--- src/rtl/ind_win_pkg.sv ---
package ind_win_pkg;
  localparam int REG_IDX_W = 3;

  typedef enum logic [REG_IDX_W-1:0] {
    WIN_MEM_RPTR = 3'd0,
    WIN_MEM_RDAT = 3'd1,
    WIN_MEM_WPTR = 3'd2,
    WIN_MEM_WDAT = 3'd3,
    WIN_PER_RPTR = 3'd4,
    WIN_PER_RDAT = 3'd5,
    WIN_PER_WPTR = 3'd6,
    WIN_PER_WDAT = 3'd7
  } win_reg_e;

  typedef enum logic [1:0] {
    RSP_REG   = 2'd0,
    RSP_SRAM  = 2'd1,
    RSP_PER   = 2'd2,
    RSP_BLOCK = 2'd3
  } rsp_src_e;

  localparam logic [7:0] BLOCK_BYTE = 8'hA5;
endpackage

--- src/rtl/ind_win_mem_ptr.sv ---
module ind_win_mem_ptr #(
  parameter int AW   = 32,
  parameter int STEP = 4
) (
  input  logic          clk_i,
  input  logic          rst_ni,
  input  logic          load_i,
  input  logic [AW-1:0] load_val_i,
  input  logic          step_i,
  output logic [AW-1:0] ptr_o
);
  localparam logic [AW-1:0] STEP_V = AW'(STEP);

  always_ff @(posedge clk_i or negedge rst_ni) begin
    if (!rst_ni)      ptr_o <= '0;
    else if (load_i)  ptr_o <= load_val_i;
    else if (step_i)  ptr_o <= ptr_o + STEP_V;
  end
endmodule

--- src/rtl/ind_win_per_ptr.sv ---
module ind_win_per_ptr #(
  parameter int OFS_W = 16,
  parameter int CNT_W = 2
) (
  input  logic             clk_i,
  input  logic             rst_ni,
  input  logic             load_i,
  input  logic [OFS_W-1:0] ofs_i,
  input  logic [CNT_W-1:0] cnt_i,
  output logic [OFS_W-1:0] ofs_o,
  output logic [CNT_W-1:0] cnt_o
);
  always_ff @(posedge clk_i or negedge rst_ni) begin
    if (!rst_ni) begin
      ofs_o <= '0;
      cnt_o <= '0;
    end else if (load_i) begin
      ofs_o <= ofs_i;
      cnt_o <= cnt_i;
    end
  end
endmodule

--- src/rtl/ind_win_lane.sv ---
module ind_win_lane #(
  parameter int LANES = 4,
  parameter int CNT_W = 2
) (
  input  logic [CNT_W-1:0]   cnt_i,
  output logic [LANES-1:0]   be_o,
  output logic [LANES*8-1:0] mask_o
);
  for (genvar i = 0; i < LANES; i++) begin : g_lane
    assign be_o[i]         = (int'(cnt_i) >= i);
    assign mask_o[8*i +: 8] = {8{be_o[i]}};
  end
endmodule

--- src/rtl/ind_win_rsp.sv ---
module ind_win_rsp
  import ind_win_pkg::*;
#(
  parameter int DW = 32
) (
  input  logic          clk_i,
  input  logic          rst_ni,
  input  logic          capture_i,
  input  rsp_src_e      src_i,
  input  logic [DW-1:0] reg_val_i,
  input  logic [DW-1:0] mask_i,
  input  logic [DW-1:0] sram_rdata_i,
  input  logic [DW-1:0] per_rdata_i,
  output logic [DW-1:0] rdata_o,
  output logic          rvalid_o
);
  localparam logic [DW-1:0] BLOCK_PAT = {(DW/8){BLOCK_BYTE}};

  rsp_src_e      src_q;
  logic [DW-1:0] reg_q;
  logic [DW-1:0] mask_q;

  always_ff @(posedge clk_i or negedge rst_ni) begin
    if (!rst_ni) begin
      rvalid_o <= 1'b0;
      src_q    <= RSP_REG;
      reg_q    <= '0;
      mask_q   <= '0;
    end else begin
      rvalid_o <= capture_i;
      if (capture_i) begin
        src_q  <= src_i;
        reg_q  <= reg_val_i;
        mask_q <= mask_i;
      end
    end
  end

  always_comb begin
    unique case (src_q)
      RSP_SRAM:  rdata_o = sram_rdata_i;
      RSP_PER:   rdata_o = per_rdata_i & mask_q;
      RSP_BLOCK: rdata_o = BLOCK_PAT;
      default:   rdata_o = reg_q;
    endcase
  end
endmodule

--- src/rtl/ind_mem_window.sv ---
module ind_mem_window
  import ind_win_pkg::*;
#(
  parameter int DATA_W      = 32,
  parameter int MEM_AW      = 32,
  parameter int PER_OFS_W   = 16,
  parameter int PER_CNT_LSB = 24
) (
  input  logic                   clk_i,
  input  logic                   rst_ni,
  input  logic                   en_i,
  input  logic                   req_i,
  input  logic                   we_i,
  input  logic [REG_IDX_W-1:0]   reg_sel_i,
  input  logic [DATA_W-1:0]      wdata_i,
  output logic [DATA_W-1:0]      rdata_o,
  output logic                   rvalid_o,
  output logic                   sram_re_o,
  output logic                   sram_we_o,
  output logic [MEM_AW-1:0]      sram_addr_o,
  output logic [DATA_W-1:0]      sram_wdata_o,
  input  logic [DATA_W-1:0]      sram_rdata_i,
  output logic                   per_re_o,
  output logic                   per_we_o,
  output logic [PER_OFS_W-1:0]   per_addr_o,
  output logic [DATA_W/8-1:0]    per_be_o,
  output logic [DATA_W-1:0]      per_wdata_o,
  input  logic [DATA_W-1:0]      per_rdata_i
);
  localparam int LANES = DATA_W / 8;
  localparam int CNT_W = $clog2(LANES);
  localparam int STEP  = DATA_W / 8;

  win_reg_e sel;
  logic     bus_wr, bus_rd;
  assign sel    = win_reg_e'(reg_sel_i);
  assign bus_wr = req_i & we_i;
  assign bus_rd = req_i & ~we_i;

  // pointers
  logic [MEM_AW-1:0]    mem_rptr, mem_wptr;
  logic [PER_OFS_W-1:0] per_rofs, per_wofs;
  logic [CNT_W-1:0]     per_rcnt, per_wcnt;

  ind_win_mem_ptr #(.AW(MEM_AW), .STEP(STEP)) u_mem_rptr (
    .clk_i, .rst_ni,
    .load_i     (bus_wr && sel == WIN_MEM_RPTR),
    .load_val_i (wdata_i[MEM_AW-1:0]),
    .step_i     (sram_re_o),
    .ptr_o      (mem_rptr)
  );

  ind_win_mem_ptr #(.AW(MEM_AW), .STEP(STEP)) u_mem_wptr (
    .clk_i, .rst_ni,
    .load_i     (bus_wr && sel == WIN_MEM_WPTR),
    .load_val_i (wdata_i[MEM_AW-1:0]),
    .step_i     (sram_we_o),
    .ptr_o      (mem_wptr)
  );

  ind_win_per_ptr #(.OFS_W(PER_OFS_W), .CNT_W(CNT_W)) u_per_rptr (
    .clk_i, .rst_ni,
    .load_i (bus_wr && sel == WIN_PER_RPTR),
    .ofs_i  (wdata_i[PER_OFS_W-1:0]),
    .cnt_i  (wdata_i[PER_CNT_LSB +: CNT_W]),
    .ofs_o  (per_rofs),
    .cnt_o  (per_rcnt)
  );

  ind_win_per_ptr #(.OFS_W(PER_OFS_W), .CNT_W(CNT_W)) u_per_wptr (
    .clk_i, .rst_ni,
    .load_i (bus_wr && sel == WIN_PER_WPTR),
    .ofs_i  (wdata_i[PER_OFS_W-1:0]),
    .cnt_i  (wdata_i[PER_CNT_LSB +: CNT_W]),
    .ofs_o  (per_wofs),
    .cnt_o  (per_wcnt)
  );

  // byte lanes
  logic [LANES-1:0]  wr_be, rd_be;
  logic [DATA_W-1:0] wr_mask, rd_mask;

  ind_win_lane #(.LANES(LANES), .CNT_W(CNT_W)) u_wr_lane (
    .cnt_i (per_wcnt), .be_o (wr_be), .mask_o (wr_mask)
  );

  ind_win_lane #(.LANES(LANES), .CNT_W(CNT_W)) u_rd_lane (
    .cnt_i (per_rcnt), .be_o (rd_be), .mask_o (rd_mask)
  );

  // internal strobes, gated by enable
  assign sram_we_o    = en_i & bus_wr & (sel == WIN_MEM_WDAT);
  assign sram_re_o    = en_i & bus_rd & (sel == WIN_MEM_RDAT);
  assign sram_addr_o  = sram_we_o ? mem_wptr : mem_rptr;
  assign sram_wdata_o = wdata_i;

  assign per_we_o     = en_i & bus_wr & (sel == WIN_PER_WDAT);
  assign per_re_o     = en_i & bus_rd & (sel == WIN_PER_RDAT);
  assign per_addr_o   = per_we_o ? per_wofs : per_rofs;
  assign per_be_o     = wr_be;
  assign per_wdata_o  = wdata_i & wr_mask;

  // readback of pointer registers
  logic [DATA_W-1:0] per_rptr_word, per_wptr_word, reg_val;
  rsp_src_e          src;

  always_comb begin
    per_rptr_word = '0;
    per_rptr_word[PER_OFS_W-1:0]        = per_rofs;
    per_rptr_word[PER_CNT_LSB +: CNT_W] = per_rcnt;
    per_wptr_word = '0;
    per_wptr_word[PER_OFS_W-1:0]        = per_wofs;
    per_wptr_word[PER_CNT_LSB +: CNT_W] = per_wcnt;
  end

  always_comb begin
    reg_val = '0;
    src     = RSP_REG;
    unique case (sel)
      WIN_MEM_RPTR: reg_val = DATA_W'(mem_rptr);
      WIN_MEM_WPTR: reg_val = DATA_W'(mem_wptr);
      WIN_PER_RPTR: reg_val = per_rptr_word;
      WIN_PER_WPTR: reg_val = per_wptr_word;
      WIN_MEM_RDAT: src = en_i ? RSP_SRAM : RSP_BLOCK;
      WIN_PER_RDAT: src = en_i ? RSP_PER  : RSP_BLOCK;
      default:      reg_val = '0;
    endcase
  end

  ind_win_rsp #(.DW(DATA_W)) u_rsp (
    .clk_i, .rst_ni,
    .capture_i    (bus_rd),
    .src_i        (src),
    .reg_val_i    (reg_val),
    .mask_i       (rd_mask),
    .sram_rdata_i (sram_rdata_i),
    .per_rdata_i  (per_rdata_i),
    .rdata_o      (rdata_o),
    .rvalid_o     (rvalid_o)
  );

  logic unused_rd_be;
  assign unused_rd_be = ^rd_be;
endmodule

--- config.mk ---
export PLATFORM = sky130hd
export DESIGN_NAME = ind_mem_window
export DESIGN_NICKNAME = d
export VERILOG_FILES = /design/src/rtl/ind_win_pkg.sv /design/src/rtl/ind_win_mem_ptr.sv /design/src/rtl/ind_win_per_ptr.sv /design/src/rtl/ind_win_lane.sv /design/src/rtl/ind_win_rsp.sv /design/src/rtl/ind_mem_window.sv
export SDC_FILE = /design/constraint.sdc
export NUM_CORES = 1
export LEC_CHECK = 0
export BUFFER_PORTS_ARGS = -buffer_cell sky130_fd_sc_hd__buf_2
export CAP_MARGIN = 20
export CORE_MARGIN = 2
export CORE_UTILIZATION = 60
export CTS_CLUSTER_SIZE = 30
export DETAILED_ROUTE_END_ITERATION = 8
export PLACE_DENSITY = 0.88
export SLEW_MARGIN = 20
export SYNTH_ARGS = -nofsm -noshare
export SYNTH_HDL_FRONTEND = slang
export SYNTH_HIERARCHICAL = 1
export SYNTH_SLANG_ARGS = --single-unit
--- constraint.sdc ---
create_clock -name clk_i -period 4.9 [get_ports clk_i]
set_input_delay 0.245 -clock clk_i [delete_from_list [all_inputs] [get_ports clk_i]]
set_output_delay 0.245 -clock clk_i [all_outputs]
set_load 0.01 [all_outputs]
==> flow_metrics.env, run 1 <==
export IMPL_cp_top_family="simple AND/OR/NAND/NOR gates"
export IMPL_nets=1270
export IMPL_port_buffers=255
export IMPL_fmax_ghz=0.334
export IMPL_p_leak_uw=0.00550
export IMPL_cap_violations=0
export IMPL_drt_wl_total_um=28200
export IMPL_worst_clock_skew_ns=0.00804
export IMPL_area_growth_pct=10.1
export IMPL_slew_headroom_pct=44.4
export IMPL_antenna_found_initial=3
export IMPL_cts_buffers=17
export IMPL_dr_first_iter_drc_count=849
export IMPL_arrival_ns=3.33
export IMPL_worst_setup_path_start_kind="input port"
export IMPL_drive_above_1_share_pct=35.6
export IMPL_outcome="completed"
export IMPL_drt_first_pass_iters=6
export IMPL_grt_pass1_wl_um=44100
export IMPL_ant_nets=0
export IMPL_grt_overflow=0
export IMPL_worstMarginPinSlew_ns=0.834
export IMPL_clock_sinks=167
export IMPL_cts_resized=0
export IMPL_coreArea_um2=18000
export IMPL_finalHoldViolCount=0
export IMPL_gr_usage_all_layers_pct=28.6
export IMPL_dpl_hpwl_um=19900
export IMPL_path_class="in2reg"
export IMPL_power_per_cell_area_nw_per_um2=390
export IMPL_finalWeightedCongestion=0.968
export IMPL_die_h_um=140
export IMPL_cp_cell_sequence="buf_2 -> nand2b_1 -> nand2b_1 -> nor2_1 -> nand4_2 -> or3_1 -> or4_1 -> a31oi_1"
export IMPL_start_util_pct=61.3
export IMPL_wire_per_inst_um=20.0
export IMPL_placementRows=49
export IMPL_syn_avg_cell_area_um2=10.7
export IMPL_worst_path_max_delay_cell="or3_1"
export IMPL_grt_pass1_vias=8186
export IMPL_min_period_over_period_pct=61.2
export IMPL_io_pins=257
export IMPL_yosysWarningCount=6
export IMPL_root_buffer="clkbuf_16"
export IMPL_slew_violations=0
export IMPL_grt_max_degree=83
export IMPL_worstPathMaxFanout=24
export IMPL_r2r_slack_ns=2.45
export IMPL_clock_path_buffers=2
export IMPL_cp_required_ns=5.23
export IMPL_cp_end_kind="register"
export IMPL_vdd_ir_drop_max_v=0.000284
export IMPL_fin_crit_ns=3.00
export IMPL_hold_path_class="in2reg"
export IMPL_path_clk_slew_ns=0.07
export IMPL_netlist_instances=1031
export IMPL_routed_via_density=6.14
export IMPL_clk_latency_ns=0.43
export IMPL_rsz0062_at_grt="false"
export IMPL_finalSetupViolations=0
export IMPL_die_x_um=140
export IMPL_tritoncts="built"
export IMPL_finalSetupTns_ns=0
export IMPL_drc_errors=0
export IMPL_htreeDepth=4
export IMPL_slowest_delay_ns=0.62
export IMPL_path_common_cell="nand2b_1"
export IMPL_p_total_uw=4750
export IMPL_fp_dieArea_um2=19500
export IMPL_critPathBufInv=1
export IMPL_vias=8657
export IMPL_syn_area_um2=11000
export IMPL_n_fill_cell=1360
metrics by stage:
stage	setup WS [ns]	cell area, um^2	hold slack, ns	utilization [%]	cells
2_1_floorplan	2.14	11100	-0.0506	-	1046
3_3_place_gp	1.69	11500	0.269	64.0	1373
3_5_place_dp	1.56	11500	0.272	64.0	1373
4_1_cts	2.00	12200	0.0766	67.4	1406
5_1_grt	1.75	12200	0.107	67.5	1409
6_report	1.90	12200	0.100	67.5	1409
final timing paths:
| kind | depth (start not counted) | endpoint | from |
|---|---|---|---|
| hold / removal | 3 | u_mem_rptr/ptr_o[2] | wdata_i[2] |
| hold reg to reg | 1 | u_rsp/reg_q[3] | u_rsp/reg_q[3] |
| setup / recovery | 8 | u_mem_rptr/ptr_o[30] | reg_sel_i[0] |
| setup reg to reg | 5 | u_mem_rptr/ptr_o[30] | u_mem_rptr/ptr_o[2] |
| min in group asynchronous | 2 | u_rsp/mask_q[16] | rst_ni |
| max in group asynchronous | 3 | u_rsp/src_q[1] | rst_ni |
power by group:
part | switching, uW | internal (uW)
sequential | 393 | 1690
combinational | 618 | 684
clock | 586 | 776
worst reg2reg max path, stage by stage (launching register included):
cell	delay (ns)
dfrtp_1	0.49
ha_1	0.27
nand3_1	0.23
or3_1	0.56
or4_1	0.56
a31oi_1	0.24
area by class of cell:
class	instances	area [um^2]	share of cell area, %
diodes	3	7.51	0.0617
clock buffers	18	439	3.61
clock inverters	14	161	1.33
inverters	8	30.0	0.247
multi-input cells	704	5690	46.8
flip-flops and latches	167	4180	34.4
well taps	229	287	2.36
repair buffers	266	1370	11.2
state kept, by name, summed over array words and instances, names as in the netlist:
name	cells
u_per_rptr/cnt_o	2
u_per_wptr/cnt_o	2
u_rsp/mask_q	32
u_rsp/rvalid_o	1
u_mem_wptr/ptr_o	32
u_per_wptr/ofs_o	16
u_rsp/reg_q	32
u_mem_rptr/ptr_o	32
u_rsp/src_q	2
u_per_rptr/ofs_o	16
layer usage:
| metal | vias up | global-route usage (%) | part of all wire [%] |
|---|---|---|---|
| met2 | 515 | 45.1 | 47 |
| li1 | 3930 | - | - |
| met1 | 4131 | 39.0 | 41 |
| met4 | 0 | 10.9 | 3.2 |
| met3 | 81 | 6.43 | 9.5 |
| met5 | - | 0 | 0 |
placed cells by master (no fill, tap or decap), types with 6 or more instances in the layout:
| cell type | instances |
|---|---|
| a31oi_1 | 26 |
| and2_1 | 34 |
| and3_1 | 18 |
| and4_1 | 12 |
| buf_2 | 254 |
| buf_4 | 10 |
| clkbuf_16 | 17 |
| conb_1 | 17 |
| dfrtp_1 | 166 |
| inv_1 | 6 |
| inv_6 | 6 |
| mux2_1 | 65 |
| mux2_2 | 69 |
| mux2_4 | 20 |
| mux2i_1 | 16 |
| mux4_2 | 14 |
| nand2_1 | 52 |
| nand2b_1 | 6 |
| nand3_1 | 35 |
| nand3b_1 | 16 |
| nand4_1 | 14 |
| nand4b_1 | 16 |
| nor2_1 | 44 |
| nor2b_1 | 31 |
| nor3_1 | 8 |
| nor4_1 | 8 |
| o21ai_0 | 34 |
| o31ai_1 | 24 |
| o32a_1 | 16 |
| or3b_1 | 16 |
| or4_1 | 24 |
| xnor2_1 | 18 |
| xor2_1 | 12 |
timing repair:
action / in CTS / in global routing
setup buffers: 0 / 0
hold buffers: 1 / 0
hold endpoints to repair: 65 / 0
Power figures use the tool's default switching activity.
==> run 2, diff against run 1 <==
Settings changed: CORE_UTILIZATION 60 to 56, PLACE_DENSITY 0.88 to 0.83.
Clock period 4.9 ns to 2.76 ns, I/O delays scaled along.
==> run 2 against run 1 <==
Non-clock buffer count rose by 21. Critical path depth fell by 3. Highest routed layer unchanged. Largest power group unchanged. Sequential share of layout area shrank 0.71 points. Routed wire length is 1.9% higher. Via count hardly changed. Total power up 79%. Register-to-register slack worse by 2.0 ns. Critical endpoint is now u_mem_rptr/ptr_o[22]. Worst setup slack worse by 1.5 ns. Hold slack got worse by 0.096 ns. Largest cell class unchanged. Clock skew rose by 0.0024 ns.
==> flow_metrics.env, run 2 (synthesis gave the netlist of run 1 again) <==
export IMPL_outcome="completed"
export IMPL_finalSetupViolations=0
export IMPL_root_buffer="clkbuf_16"
export IMPL_start_util_pct=56.9
export IMPL_fin_crit_ns=2.33
export IMPL_path_class="reg2reg"
export IMPL_gr_usage_all_layers_pct=27.5
export IMPL_whs_path_depth=3
export IMPL_grt_util_met1_pct=38.0
export IMPL_die_h_um=144
export IMPL_worstPathMaxFanout=13
export IMPL_htreeDepth=4
export IMPL_grt_pass1_wl_um=44100
export IMPL_final_cells=1467
export IMPL_layout_commonest_cell="buf_2"
export IMPL_rsz0062_at_grt="false"
export IMPL_wire_per_inst_um=19.6
export IMPL_timing_rr_end="u_mem_rptr/ptr_o[22]"
export IMPL_finalHoldViolCount=0
export IMPL_hold_path_class="in2reg"
export IMPL_port_buffers=255
export IMPL_min_period_over_period_pct=84.5
export IMPL_power_per_cell_area_nw_per_um2=683
export IMPL_clock_path_buffers=2
export IMPL_ant_nets=0
export IMPL_slew_violations=0
export IMPL_post_cts_buffers=0
export IMPL_rr_worst_depth=5
export IMPL_drive_above_1_share_pct=35.6
export IMPL_p_total_uw=8480
export IMPL_grt_use_met2_pct=43.2
export IMPL_vias=8660
export IMPL_r2r_start="u_mem_rptr/ptr_o[2]"
export IMPL_grt_max_degree=88
export IMPL_fp_dieArea_um2=20900
export IMPL_cap_violations=0
export IMPL_worstMarginPinSlew_ns=0.840
export IMPL_n_fill_cell=1541
export IMPL_slowest_delay_ns=0.56
export IMPL_cp_end_kind="register"
export IMPL_r2r_slack_ns=0.43
export IMPL_fmax_ghz=0.429
export IMPL_grt_overflow=0
export IMPL_area_growth_pct=12.4
export IMPL_tritoncts="built"
export IMPL_drt_wl_total_um=28800
export IMPL_met3_usage_pct=4.87
export IMPL_slew_headroom_pct=44.0
export IMPL_placementRows=51
export IMPL_cp_cell_sequence="ha_1 -> nand3_1 -> or3_1 -> or4_1 -> a31oi_1"
export IMPL_placed_cells=1419
export IMPL_grt_busiest_layer="met2"
export IMPL_finalWeightedCongestion=0.932
export IMPL_dpl_hpwl_um=20300
export IMPL_worst_setup_path_start_kind="register"
export IMPL_cp_required_ns=3.10
export IMPL_min_to="u_mem_wptr/ptr_o[6]"
export IMPL_vdd_ir_drop_max_v=0.000499
export IMPL_drt_first_pass_iters=7
export IMPL_drc_errors=0
export IMPL_clock_sinks=167
export IMPL_coreArea_um2=19400
export IMPL_path_clk_slew_ns=0.07
export IMPL_arrival_ns=2.67
export IMPL_p_leak_uw=0.00561
export IMPL_worst_path_max_delay_cell="or3_1"
export IMPL_grt_pass1_vias=8202
export IMPL_finalSetupTns_ns=0
export IMPL_die_x_um=144
export IMPL_antenna_found_initial=4
export IMPL_dr_first_iter_drc_count=814
export IMPL_hp_start="wdata_i[6]"
export IMPL_worst_clock_skew_ns=0.0105
export IMPL_routed_via_density=5.90
export IMPL_cts_buffers=17
export IMPL_final_cell_mix="buf_2, dfrtp_1, mux2_2, mux2_1, nand2_1"
export IMPL_io_pins=257
export IMPL_clk_latency_ns=0.43
export IMPL_nets=1291
[run 2: changes by cell type in the layout (fill, tap and decap cells not counted), moves of 2 or more]
cell | before | now
clkbuf_1 | 0 | 3
clkinv_4 | 3 | 0
clkinv_2 | 0 | 2
inv_6 | 6 | 3
dlygate4sd3_1 | 1 | 12
buf_4 | 10 | 19
[run 2: area by class of cell]
class	instances	area [um^2]	area share, %
Timing Repair Buffer	287	1570	12.6
Antenna cell	4	10.0	0.0807
Sequential cell	167	4180	33.7
Inverter	8	30.0	0.242
Tap cell	265	332	2.67
Clock inverter	10	141	1.14
Multi-Input combinational cell	704	5690	45.8
Clock buffer	22	464	3.74
[run 2: power by group]
part / internal [uW] / total [uW] / switching [uW]
Sequential: 3000 / 3650 / 652
Clock: 1480 / 2470 / 988
Combinational: 1240 / 2360 / 1120
[run 2: worst max path at each step]
stage	end	slack (ns)	cells past startpoint	from
floorplan	u_mem_rptr/ptr_o[27]	0.10	11	reg_sel_i[1]
global placement	u_mem_wptr/ptr_o[31]	0.29	8	reg_sel_i[1]
detailed placement	u_mem_wptr/ptr_o[23]	0.21	8	reg_sel_i[1]
CTS	rdata_o[5]	0.40	3	u_rsp/src_q[1]
global route	rdata_o[5]	0.29	3	u_rsp/src_q[1]
finish	u_mem_rptr/ptr_o[22]	0.43	5	u_mem_rptr/ptr_o[2]
[run 2: layer usage]
metal	vias up	part of all wire [%]
li1	3964	-
met1	4169	43
met2	452	46
met3	75	7.8
met4	0	3.3
met5	-	0
[run 2: through the flow]
stage               setup WS [ns]  area (um^2)  hold WS [ns]  util [%]
floorplan                   0.102        11100        -0.158         -
global placement            0.287        11700         0.255      60.2
detailed placement          0.208        11700         0.266      60.2
CTS                         0.404        12400       0.00113      63.9
global route                0.292        12400        0.0105      64.0
finish                      0.428        12400       0.00368      64.0
[run 2: worst max-delay path: cells and delay by family (launching register included)]
family,cells,cell delay (ns)
and+or+nand+nor,3,1.28
DFF,1,0.49
AOI/OAI and AO/OA,1,0.19
adders and majority gates,1,0.28
[run 2: timing repair]
item,in CTS,in global routing
hold buffers,12,0
resized for setup,0,0
hold endpoints to repair,101,0
